===== config.mk =====
export PLATFORM = sky130hd
export DESIGN_NAME = sptt_tx_tristate
export DESIGN_NICKNAME = d
export VERILOG_FILES = /design/src/rtl/sptt_pkg.sv /design/src/rtl/sptt_cfg_gate.sv /design/src/rtl/sptt_sync.sv /design/src/rtl/sptt_edge_src.sv /design/src/rtl/sptt_frame_ctl.sv /design/src/rtl/sptt_shift_core.sv /design/src/rtl/sptt_tx_tristate.sv
export SDC_FILE = /design/constraint.sdc
export NUM_CORES = 1
export LEC_CHECK = 0
export BUFFER_PORTS_ARGS = -buffer_cell sky130_fd_sc_hd__buf_2
export CAP_MARGIN = 20
export CORE_MARGIN = 4
export CORE_UTILIZATION = 35
export DETAILED_ROUTE_END_ITERATION = 16
export REMOVE_ABC_BUFFERS = 1
export SYNTH_ARGS = -nofsm -noshare
export SYNTH_HDL_FRONTEND = slang
export SYNTH_HIERARCHICAL = 1
export SYNTH_SLANG_ARGS = --single-unit

===== constraint.sdc =====
create_clock -name clk -period 4.85 [get_ports clk]
set_input_delay 0.2425 -clock clk [delete_from_list [all_inputs] [get_ports clk]]
set_output_delay 0.2425 -clock clk [all_outputs]
set_load 0.01 [all_outputs]

===== src/rtl/sptt_pkg.sv =====
// Shared types for the serial transmit tristate controller.
package sptt_pkg;

    // Sequencer state: idle between words, run while a word is in flight.
    typedef enum logic {
        ST_IDLE = 1'b0,
        ST_RUN  = 1'b1
    } run_state_e;

endpackage


===== src/rtl/sptt_cfg_gate.sv =====
// Configuration qualifier.
// Passes the late-release request only when the port is in programmable
// serial format and is a frame slave, and clamps the word length into
// [MIN_W, MAX_W]. Purely combinational; assumes configuration is static
// while a word is in flight.
module sptt_cfg_gate #(
    parameter int MAX_W = 32,
    parameter int MIN_W = 4,
    localparam int LW   = $clog2(MAX_W + 1)
) (
    input  logic          late_req,
    input  logic          psp_sel,
    input  logic          frm_slave,
    input  logic [LW-1:0] wlen_req,
    output logic          late_eff,
    output logic [LW-1:0] wlen_eff
);

    // Late release is only legal for a frame slave in programmable serial format.
    always_comb late_eff = late_req & psp_sel & frm_slave;

    // Clamp the requested word length into the supported range.
    always_comb begin
        if (wlen_req < LW'(MIN_W)) begin
            wlen_eff = LW'(MIN_W);
        end else if (wlen_req > LW'(MAX_W)) begin
            wlen_eff = LW'(MAX_W);
        end else begin
            wlen_eff = wlen_req;
        end
    end

endmodule


===== src/rtl/sptt_sync.sv =====
// Input synchroniser with history.
// Moves an asynchronous pin through STAGES flops and also gives the value
// one cycle older, so a caller can detect transitions. Assumes STAGES >= 2.
module sptt_sync #(
    parameter int   STAGES  = 2,
    parameter logic RST_VAL = 1'b0
) (
    input  logic clk,
    input  logic rst_n,
    input  logic din,
    output logic q,
    output logic q_prev
);

    logic [STAGES:0] chain;

    // Shift the pin value along the chain each cycle.
    always_ff @(posedge clk) begin
        if (!rst_n) begin
            chain <= {(STAGES + 1){RST_VAL}};
        end else begin
            chain <= {chain[STAGES-1:0], din};
        end
    end

    assign q      = chain[STAGES-1];
    assign q_prev = chain[STAGES];

endmodule


===== src/rtl/sptt_edge_src.sv =====
// Serial clock edge source.
// Clock master: each bit_tick while running is one serial clock edge, and
// sclk_out toggles on it while the sequencer marks the edge as visible.
// Clock slave: each transition of the synchronised external clock while
// running is one edge, and sclk_out rests at the idle level.
module sptt_edge_src (
    input  logic clk,
    input  logic rst_n,
    input  logic clk_slave,
    input  logic cpol,
    input  logic tick,
    input  logic sin_q,
    input  logic sin_prev,
    input  logic run,
    input  logic vis,
    output logic edge_stb,
    output logic sclk_q
);

    // Select where serial clock edges come from.
    always_comb edge_stb = run & (clk_slave ? (sin_q ^ sin_prev) : tick);

    // Generated clock: idle level between words, toggles on visible edges.
    always_ff @(posedge clk) begin
        if (!rst_n) begin
            sclk_q <= cpol;
        end else if (!run || clk_slave) begin
            sclk_q <= cpol;
        end else if (edge_stb && vis) begin
            sclk_q <= ~sclk_q;
        end
    end

endmodule


===== src/rtl/sptt_frame_ctl.sv =====
// Frame controller.
// Holds the word loaded by tx_start until it may start. A frame master
// starts as soon as the sequencer is idle. A frame slave waits for frm_in
// to become active (polarity per pol). Also forms the frame output pin.
module sptt_frame_ctl #(
    parameter int MAX_W = 32
) (
    input  logic             clk,
    input  logic             rst_n,
    input  logic             frm_slave,
    input  logic             pol,
    input  logic             tx_start,
    input  logic [MAX_W-1:0] tx_word,
    input  logic             fin_q,
    input  logic             fin_prev,
    input  logic             run,
    input  logic             frm_act,
    output logic             go,
    output logic [MAX_W-1:0] go_word,
    output logic             frm_out
);

    logic pend;
    logic act_now;
    logic act_old;
    logic frame_rise;

    // Map the synchronised frame pin to an "active" flag and find its start.
    always_comb begin
        act_now    = pol ? fin_q    : ~fin_q;
        act_old    = pol ? fin_prev : ~fin_prev;
        frame_rise = act_now & ~act_old;
    end

    // Launch the held word when the frame rules allow it.
    always_comb go = pend & ~run & (frm_slave ? frame_rise : 1'b1);

    // Hold the word from its strobe until it is launched.
    always_ff @(posedge clk) begin
        if (!rst_n) begin
            pend    <= 1'b0;
            go_word <= '0;
        end else if (tx_start) begin
            pend    <= 1'b1;
            go_word <= tx_word;
        end else if (go) begin
            pend    <= 1'b0;
        end
    end

    // Frame pin: inactive level when slave, active while the word runs when master.
    always_comb frm_out = (!frm_slave && frm_act) ? pol : ~pol;

endmodule


===== src/rtl/sptt_shift_core.sv =====
// Shift sequencer and tristate timing.
// Counts serial clock edges as positions of the word: position 0 launches
// the MSB, even positions up to 2N-2 launch bits, 2N-1 samples the LSB.
// Phase 0 performs position 0 at the word start; phase 1 on the first edge.
// Output enable rises at position 0 and falls at 2N-1 (normal) or 2N
// (late). The word ends at the later of the release position and the last
// position visible on the clock pin. Assumes go is only pulsed when idle.
module sptt_shift_core
    import sptt_pkg::*;
#(
    parameter int MAX_W = 32,
    localparam int LW   = $clog2(MAX_W + 1),
    localparam int PW   = $clog2(2 * MAX_W + 2)
) (
    input  logic             clk,
    input  logic             rst_n,
    input  logic             go,
    input  logic [MAX_W-1:0] go_word,
    input  logic [LW-1:0]    go_len,
    input  logic             go_cpha,
    input  logic             go_late,
    input  logic             edge_stb,
    output logic             run,
    output logic             vis,
    output logic             txd_q,
    output logic             oe_q,
    output logic             frm_act
);

    run_state_e       st;
    logic [MAX_W-1:0] shreg;
    logic [MAX_W-1:0] aligned;
    logic [LW-1:0]    n_q;
    logic             cpha_q;
    logic             late_q;
    logic [PW-1:0]    nxt;
    logic [PW-1:0]    two_n;
    logic [PW-1:0]    lsb_pos;
    logic [PW-1:0]    rel_pos;
    logic [PW-1:0]    last_vis;
    logic [PW-1:0]    end_pos;
    logic             launch;

    // Key positions of the current word, in edge units.
    always_comb begin
        two_n    = PW'({n_q, 1'b0});
        lsb_pos  = two_n - PW'(2);
        rel_pos  = late_q ? two_n : two_n - PW'(1);
        last_vis = cpha_q ? two_n - PW'(1) : two_n;
        end_pos  = (rel_pos > last_vis) ? rel_pos : last_vis;
    end

    // Left-align the incoming word so its MSB sits at the top of the register.
    always_comb aligned = go_word << (LW'(MAX_W) - go_len);

    // Status toward the edge source and the launch decision for this edge.
    always_comb begin
        run    = (st == ST_RUN);
        vis    = run && (nxt <= last_vis);
        launch = run && edge_stb && !nxt[0] && (nxt <= lsb_pos);
    end

    // Sequencer: load on go, then act on every counted edge.
    always_ff @(posedge clk) begin
        if (!rst_n) begin
            st      <= ST_IDLE;
            shreg   <= '0;
            n_q     <= '0;
            cpha_q  <= 1'b0;
            late_q  <= 1'b0;
            nxt     <= '0;
            txd_q   <= 1'b0;
            oe_q    <= 1'b0;
            frm_act <= 1'b0;
        end else if (go && !run) begin
            st      <= ST_RUN;
            n_q     <= go_len;
            cpha_q  <= go_cpha;
            late_q  <= go_late;
            frm_act <= 1'b1;
            if (go_cpha) begin
                shreg <= aligned;
                nxt   <= '0;
            end else begin
                txd_q <= aligned[MAX_W-1];
                shreg <= aligned << 1;
                oe_q  <= 1'b1;
                nxt   <= PW'(1);
            end
        end else if (run && edge_stb) begin
            nxt <= nxt + PW'(1);
            if (launch) begin
                txd_q <= shreg[MAX_W-1];
                shreg <= shreg << 1;
            end
            if (launch && nxt == '0) begin
                oe_q <= 1'b1;
            end
            if (nxt == rel_pos) begin
                oe_q <= 1'b0;
            end
            if (nxt == two_n - PW'(1)) begin
                frm_act <= 1'b0;
            end
            if (nxt == end_pos) begin
                st <= ST_IDLE;
            end
        end
    end

endmodule


===== src/rtl/sptt_tx_tristate.sv =====
// Serial port transmit data pin controller (top).
// Connects configuration gating, pin synchronisers, frame control, the
// edge source and the shift sequencer. Drives txd with a separate output
// enable. Assumes configuration changes only while busy is low.
module sptt_tx_tristate #(
    parameter int  MAX_W       = 32,
    parameter int  MIN_W       = 4,
    parameter int  SYNC_STAGES = 2,
    localparam int LW          = $clog2(MAX_W + 1)
) (
    input  logic             clk,
    input  logic             rst_n,
    input  logic             cfg_tte,
    input  logic             cfg_late,
    input  logic             cfg_psp,
    input  logic             cfg_frm_slave,
    input  logic             cfg_clk_slave,
    input  logic [1:0]       cfg_mode,
    input  logic             cfg_frm_pol,
    input  logic [LW-1:0]    cfg_wlen,
    input  logic [MAX_W-1:0] tx_word,
    input  logic             tx_start,
    input  logic             bit_tick,
    input  logic             sclk_in,
    input  logic             frm_in,
    output logic             sclk_out,
    output logic             frm_out,
    output logic             txd,
    output logic             txd_oe,
    output logic             busy
);

    logic             late_eff;
    logic [LW-1:0]    wlen_eff;
    logic             sin_q;
    logic             sin_prev;
    logic             fin_q;
    logic             fin_prev;
    logic             go_stb;
    logic [MAX_W-1:0] go_word;
    logic             edge_stb;
    logic             run;
    logic             vis;
    logic             txd_q;
    logic             oe_q;
    logic             frm_act;

    sptt_cfg_gate #(.MAX_W(MAX_W), .MIN_W(MIN_W)) u_cfg (
        .late_req  (cfg_late),
        .psp_sel   (cfg_psp),
        .frm_slave (cfg_frm_slave),
        .wlen_req  (cfg_wlen),
        .late_eff  (late_eff),
        .wlen_eff  (wlen_eff)
    );

    sptt_sync #(.STAGES(SYNC_STAGES), .RST_VAL(1'b0)) u_sclk_sync (
        .clk    (clk),
        .rst_n  (rst_n),
        .din    (sclk_in),
        .q      (sin_q),
        .q_prev (sin_prev)
    );

    sptt_sync #(.STAGES(SYNC_STAGES), .RST_VAL(1'b0)) u_frm_sync (
        .clk    (clk),
        .rst_n  (rst_n),
        .din    (frm_in),
        .q      (fin_q),
        .q_prev (fin_prev)
    );

    sptt_frame_ctl #(.MAX_W(MAX_W)) u_frame (
        .clk       (clk),
        .rst_n     (rst_n),
        .frm_slave (cfg_frm_slave),
        .pol       (cfg_frm_pol),
        .tx_start  (tx_start),
        .tx_word   (tx_word),
        .fin_q     (fin_q),
        .fin_prev  (fin_prev),
        .run       (run),
        .frm_act   (frm_act),
        .go        (go_stb),
        .go_word   (go_word),
        .frm_out   (frm_out)
    );

    sptt_edge_src u_edge (
        .clk       (clk),
        .rst_n     (rst_n),
        .clk_slave (cfg_clk_slave),
        .cpol      (cfg_mode[1]),
        .tick      (bit_tick),
        .sin_q     (sin_q),
        .sin_prev  (sin_prev),
        .run       (run),
        .vis       (vis),
        .edge_stb  (edge_stb),
        .sclk_q    (sclk_out)
    );

    sptt_shift_core #(.MAX_W(MAX_W)) u_core (
        .clk      (clk),
        .rst_n    (rst_n),
        .go       (go_stb),
        .go_word  (go_word),
        .go_len   (wlen_eff),
        .go_cpha  (cfg_mode[0]),
        .go_late  (late_eff),
        .edge_stb (edge_stb),
        .run      (run),
        .vis      (vis),
        .txd_q    (txd_q),
        .oe_q     (oe_q),
        .frm_act  (frm_act)
    );

    // Pin outputs: enable forced on when tristating is disabled.
    always_comb begin
        txd    = txd_q;
        txd_oe = ~cfg_tte | oe_q;
        busy   = run;
    end

endmodule


=== Yosys cells after proc, flatten, opt, wreduce, memory -nomap -nowiden ===
Index checks and enable logic that the tools add are counted.

* Bits of input ports: 52
* Output and inout bits: 5
* Logic and storage cells: 105
* Flip-flop bits (word level): 91

* $lt $le $gt $ge: 5
* Reductions and logical operators: 24
* Mux-type cells: 37
* Eq/ne operators: 5
* Bitwise gates (word level): 15
* Shift-type cells: 1
* Add/subtract/negate cells: 4

{| class="wikitable"
|+ Operators with widths
! operator !! count
|-
| 32-bit two-way mux || 4
|-
| 7-bit two-way mux || 5
|-
| 32-bit by 6-bit left shift with 32-bit output || 1
|-
| 1-bit two-way mux || 26
|-
| 7-bit equality test || 3
|-
| 7-bit less-or-equal comparator || 2
|-
| 6-bit two-way mux || 2
|-
| 2-bit nonzero test || 5
|-
| 1-bit logical AND || 8
|-
| 7-bit by 1-bit adder with 7-bit output, second input constant || 1
|-
| 7-bit > comparator || 1
|-
| 7-bit zero test || 1
|-
| 1-bit NOT || 7
|-
| 7-bit by 1-bit subtractor with 7-bit output, second input constant || 1
|-
| 7-bit by 2-bit subtractor with 7-bit output, second input constant || 1
|-
| 1-bit AND || 6
|-
| 6-bit > comparator, second input constant || 1
|-
| 6-bit by 3-bit less-than comparator with 1-bit output, second input constant || 1
|-
| 2-bit AND reduction || 3
|-
| 3-bit AND reduction || 2
|-
| 6-bit subtractor, first input constant || 1
|-
| 1-bit zero test || 3
|-
| 3-bit by 1-bit inequality test with 1-bit output, second input constant || 1
|-
| 3-bit nonzero test || 1
|-
| other kinds (4) || 4
|}

=== Depth between registers and ports, before layout ===
* Depth after elaboration: 11
* Gate-level depth with buffers: 19
* Mapped depth without buffers: 13

=== Modules after synthesis ===
The synthesis kept the hierarchy.

{| class="wikitable"
|+ By module, submodules not included
! module !! area each (µm²) !! cells each !! sequential area each (µm²) !! times used
|-
| sptt_shift_core || 5371.4 || 662 || 1021.0 || 1
|-
| sptt_frame_ctl || 1292.5 || 113 || 660.6 || 1
|-
| sptt_sync || 78.8 || 6 || 60.1 || 2
|-
| sptt_edge_src || 91.3 || 8 || 30.0 || 1
|-
| sptt_cfg_gate || 56.3 || 9 || 0.0 || 1
|-
| sptt_tx_tristate || 6.3 || 1 || 0.0 || 1
|}

=== Worst setup path after synthesis ===
Ideal clock, no wire load.

* Kind: input to register
* Start point: in cfg_wlen[4]
* End point: reg u_core.txd_q
* Data arrival time: 3997 ps
* Buffers on the path: 7
* Path slack: 731 ps
* Cell stages on the path: 17
* Setup time: 122 ps
* Data required time: 4728 ps
* Path through: nor3_1 > nor3b_1 > buf_2 > buf_2 > buf_2 > clkbuf_1 > inv_1 > ha_1 > clkbuf_1 > clkbuf_1 > buf_2 > mux4_2 > mux2i_1 > nand2_1 > o21ai_0 > o22ai_1 > o311a_1

* Longest elaborated chain between the ends: 7
* Elaborated cells between the ends (all ways): 8
* Classes of those cells: add/sub: 1; order compare: 2; shift: 1; mux: 4

{| class="wikitable"
|+ RTL lines
! item !! line !! RTL
|-
| start, declared || sptt_tx_tristate.sv:20 || <nowiki>input logic [LW-1:0] cfg_wlen,</nowiki>
|-
| 6-bit > comparator || sptt_cfg_gate.sv:26 || <nowiki>end else if (wlen_req > LW'(MAX_W)) begin</nowiki>
|-
| 6-bit two-way mux || sptt_cfg_gate.sv:26 ||
|-
| 6-bit two-way mux (*) || sptt_cfg_gate.sv:24 || <nowiki>if (wlen_req < LW'(MIN_W)) begin</nowiki>
|-
| named net wlen_eff[0] || sptt_tx_tristate.sv:34 || <nowiki>logic [LW-1:0] wlen_eff;</nowiki>
|-
| 6-bit subtractor (*) || sptt_shift_core.sv:54 || <nowiki>always_comb aligned = go_word << (LW'(MAX_W) - go_len);</nowiki>
|-
| 32-bit by 6-bit left shift with 32-bit output (*) || sptt_shift_core.sv:54 ||
|-
| 1-bit two-way mux (*) || sptt_shift_core.sv:81 || <nowiki>if (go_cpha) begin</nowiki>
|-
| 1-bit two-way mux (*) || sptt_shift_core.sv:75 || <nowiki>end else if (go && !run) begin</nowiki>
|-
| end signal, assigned || sptt_shift_core.sv:85 || <nowiki>txd_q <= aligned[MAX_W-1];</nowiki>
|-
| end signal, assigned || sptt_shift_core.sv:93 || <nowiki>txd_q <= shreg[MAX_W-1];</nowiki>
|-
| end, declared || sptt_shift_core.sv:25 || <nowiki>output logic txd_q,</nowiki>
|}

The timed path passes the listed nets; every way through them passes the cells marked *. The select of a mux whose other input is x is not followed.
A chain may end at the register's enable or synchronous reset.

=== Worst setup path in the final report ===
* Start point: reg u_core.n_q[0]
* End point: reg u_core.shreg[14]

* Longest elaborated chain between the ends: 5

{| class="wikitable"
|+ RTL lines
! item !! line !! RTL
|-
| start, declared || sptt_shift_core.sv:33 || <nowiki>logic [LW-1:0] n_q;</nowiki>
|-
| start signal, assigned || sptt_shift_core.sv:77 || <nowiki>n_q <= go_len;</nowiki>
|-
| 7-bit by 2-bit subtractor with 7-bit output || sptt_shift_core.sv:47 || <nowiki>lsb_pos = two_n - PW'(2);</nowiki>
|-
| 7-bit less-or-equal comparator || sptt_shift_core.sv:60 || <nowiki>launch = run && edge_stb && !nxt[0] && (nxt <= lsb_pos);</nowiki>
|-
| 1-bit logical AND || sptt_shift_core.sv:60 ||
|-
| 2-bit nonzero test (no line) || -- ||
|-
| 2-bit AND reduction (no line) || -- ||
|-
| end signal, assigned || sptt_shift_core.sv:82 || <nowiki>shreg <= aligned;</nowiki>
|-
| end signal, assigned || sptt_shift_core.sv:86 || <nowiki>shreg <= aligned << 1;</nowiki>
|-
| end signal, assigned || sptt_shift_core.sv:94 || <nowiki>shreg <= shreg << 1;</nowiki>
|-
| end, declared || sptt_shift_core.sv:31 || <nowiki>logic [MAX_W-1:0] shreg;</nowiki>
|}

No other way between the ends.

==> metrics.txt <==
status=complete, no violations; main combinational cell family by area after synthesis=multiplexers; DRC errors left=0; crit start category=flop; CTS Buf Count=9; Hold Fails Final Rpt=0; total wire length=17,500 µm; total power=2.14 mW; Final ANT Viol Nets=0; pin count of the biggest net entering global routing=60; Tmin final=slightly below 4 ns; Synth warnings=6; I/O pin cnt=57; clock root buffer=clkbuf_16; vias in the first global route=between 5,000 and 6,000; Final setup viols=0; pwr dens=between 200 and 300 nW/µm²; Leakage=about 3.0 nW; pre-CTS setup slack=just over 0.9 ns; R2R setup slack=0.88 ns; Worst EP arrival=about 4.2 ns; remaining global-route overflow=0; Iter 0 DRT Violations=around 370; final core area utilization=around two fifths; Max clock buf depth=2; f_max=~0.25 GHz; vias=roughly 5,900; Synth Flop Type=dfxtp_1; unrepaired setup endpoints after global routing=no; Die Height=about 150 µm; IO Port Bufs=56; Final WS setup=approximately 0.88 ns; Filler cells=2,014; n_diodes=0; Setup Buffers After CTS=0; setup TNS=0 ns; Crit. End Element=flop; cell area after layout=between 7000 and 8000 µm²; Hold/Removal Path Class=input pin to flop; Worst-path clk slew=approximately 0.070 ns; Worst Max-Slew Pin Slew=between 0.9 and 1 ns; Syn Inst Count=between 800 and 900; Critical Path RT=5.10 ns; Post-synth EDFFs=1; row count=around 50; Final nets=~890; Tot GR Track Use=about 16%; Post-Synth Simple-Gate Area=around a fifth; Adder-Cell Fraction of Synth Area=3.43%; Seq/Total Area, Yosys=between 20% and 30%; synthesized area=between 6000 and 7000 µm²; mean area per synthesized cell=about 8.7 µm²; first-pass GRT wire length=around 29,000 µm; ys async rst share=0%; worst skew pair latency=roughly 0.35 ns; core area=roughly 20,000 µm²; dpl cells=~1,100; 1st-pass router iterations=5; vias per cell=~5.4; global placer's final weighted congestion=0.868; initial core utilization=35.7%; hold slack=between 0.09 and 0.1 ns; WL/cell=~16 µm; post-synthesis mux area share=~23%; Cell variety after synth=between 70 and 80; Tcrit/Tclk final=about 82%; die area=between 20,000 and 25,000 µm²; H-tree depth=3; max cap viols=0; synthesized-area fraction occupied by xor and xnor cells=between 4 and 5%; #FFs+latches synth=just over 90; layout cells sized above 1=a little under a fifth; Chip Width=roughly 150 µm; initial antenna violation count=0; CP Max Fanout=18; CTS tree=done; clk sink count=a little over 90; Post-Route Skew=0.00994 ns; VDD IR max=0.000191 V; CTS resizes=0; Slew HR=~37%; WS Path Type=flop to flop; Compound-Gate Fraction of Synth Area=approximately 17%; Max Slew Vio Count=0; Layout area overhead=11.0%; CTS Hold Bufs=0; placed wire-length estimate=12,900 µm; Post-DP Area=roughly 7400 µm²; Non-Filler Instances=1,092
[cell families after synthesis]
| logic type | count (synthesis) |
|---|---|
| fa+ha+maj | 20 |
| mux | 123 |
| compound gates | 171 |
| xor+xnor | 33 |
| flops | 91 |
| buf+inv | 81 |
| simple gates | 286 |
[synth_stat cells (all sizes together), types with 7 or more instances]
cell type,count,share of area (%)
clkbuf,49,2.6
and2,20,1.8
inv,14,0.75
nor2b,45,4.0
a21oi,36,2.6
o22ai,18,1.6
ha,15,2.7
nor3,18,1.5
buf,18,1.9
a211oi,7,0.75
xor2,9,1.1
and3,10,0.90
mux2,21,3.4
nand2,93,5.0
a21boi,11,1.2
nand3,14,1.0
xnor2,24,3.0
mux2i,75,11
nor2,51,2.7
o21ai,31,2.2
dfxtp,90,26
mux4,27,8.7
[power breakdown]
group / internal (mW) / switching (mW) / leakage [nW] / total (mW)
sequential: 0.783 / 0.0375 / 0.746 / 0.821
clock: 0.466 / 0.302 / 0.149 / 0.768
combinational: 0.248 / 0.308 / 2.13 / 0.556
[per-layer routing]
metal / wire length (µm) / part of all wire [%] / track usage (%)
met1: 8280 / 47 / 22.3
met2: 8220 / 47 / 25.5
met3: 648 / 3.7 / 2.31
met4: 365 / 2.1 / 5.31
met5: 0 / 0 / 0
[final cells by class]
| class | count | area, µm² | area share (%) |
|---|---|---|---|
| Timing Repair Buffer | 73 | 408 | 5.27 |
| Sequential cell | 91 | 1830 | 23.7 |
| Clock inverter | 4 | 75.1 | 0.970 |
| Tap cell | 265 | 332 | 4.28 |
| Multi-Input combinational cell | 633 | 4800 | 62.0 |
| Clock buffer | 12 | 246 | 3.18 |
| Inverter | 14 | 52.6 | 0.679 |
[state kept, by name, indices dropped and copies added (netlist names)]
signal / count
u_core/shreg: 32
u_frame/go_word: 32
u_core/nxt: 7
u_core/n_q: 6
u_frm_sync/chain: 3
u_sclk_sync/chain: 3
u_core/cpha_q: 1
u_core/frm_act: 1
u_core/late_q: 1
u_core/oe_q: 1
u_core/run: 1
u_core/txd_q: 1
u_edge/sclk_q: 1
u_frame/pend: 1
[placed cells by master, fill, tap and decap left out, types with 6 or more instances in the layout]
master      n
a211oi_1    7
a21boi_0   11
a21oi_1    36
and2_1     20
and3_1     10
buf_2      56
buf_4      17
clkbuf_16   9
dfxtp_1    90
ha_1       15
inv_1      14
mux2_2     21
mux2i_1    75
mux4_2     27
nand2_1    93
nand3_1    14
nor2_1     51
nor2b_1    44
nor3_1     16
o211a_1     6
o21ai_0    28
o22ai_1    18
xnor2_1    23
xor2_1      8
[worst max-delay path: stages (launching register included)]
cell and delay (ns):
dfxtp_1 0.68, inv_1 0.14, ha_1 0.36, ha_1 0.30, nor2b_1 0.13, o21a_1 0.16
o21a_1 0.16, maj3_1 0.39, a2111oi_4 0.38, buf_4 0.30, or2_1 0.51, o211ai_1 0.18
o211a_1 0.16
[path summary, 6_finish.rpt]
check,start,cells past startpoint,endpoint
setup reg to reg,u_core/n_q[0],12,u_core/shreg[14]
hold / removal,sclk_in,2,u_sclk_sync/chain[0]
setup / recovery,u_core/n_q[0],12,u_core/shreg[14]
hold reg to reg,u_sclk_sync/chain[0],1,u_sclk_sync/chain[1]
No activity file was read; power rests on OpenSTA's default activity.
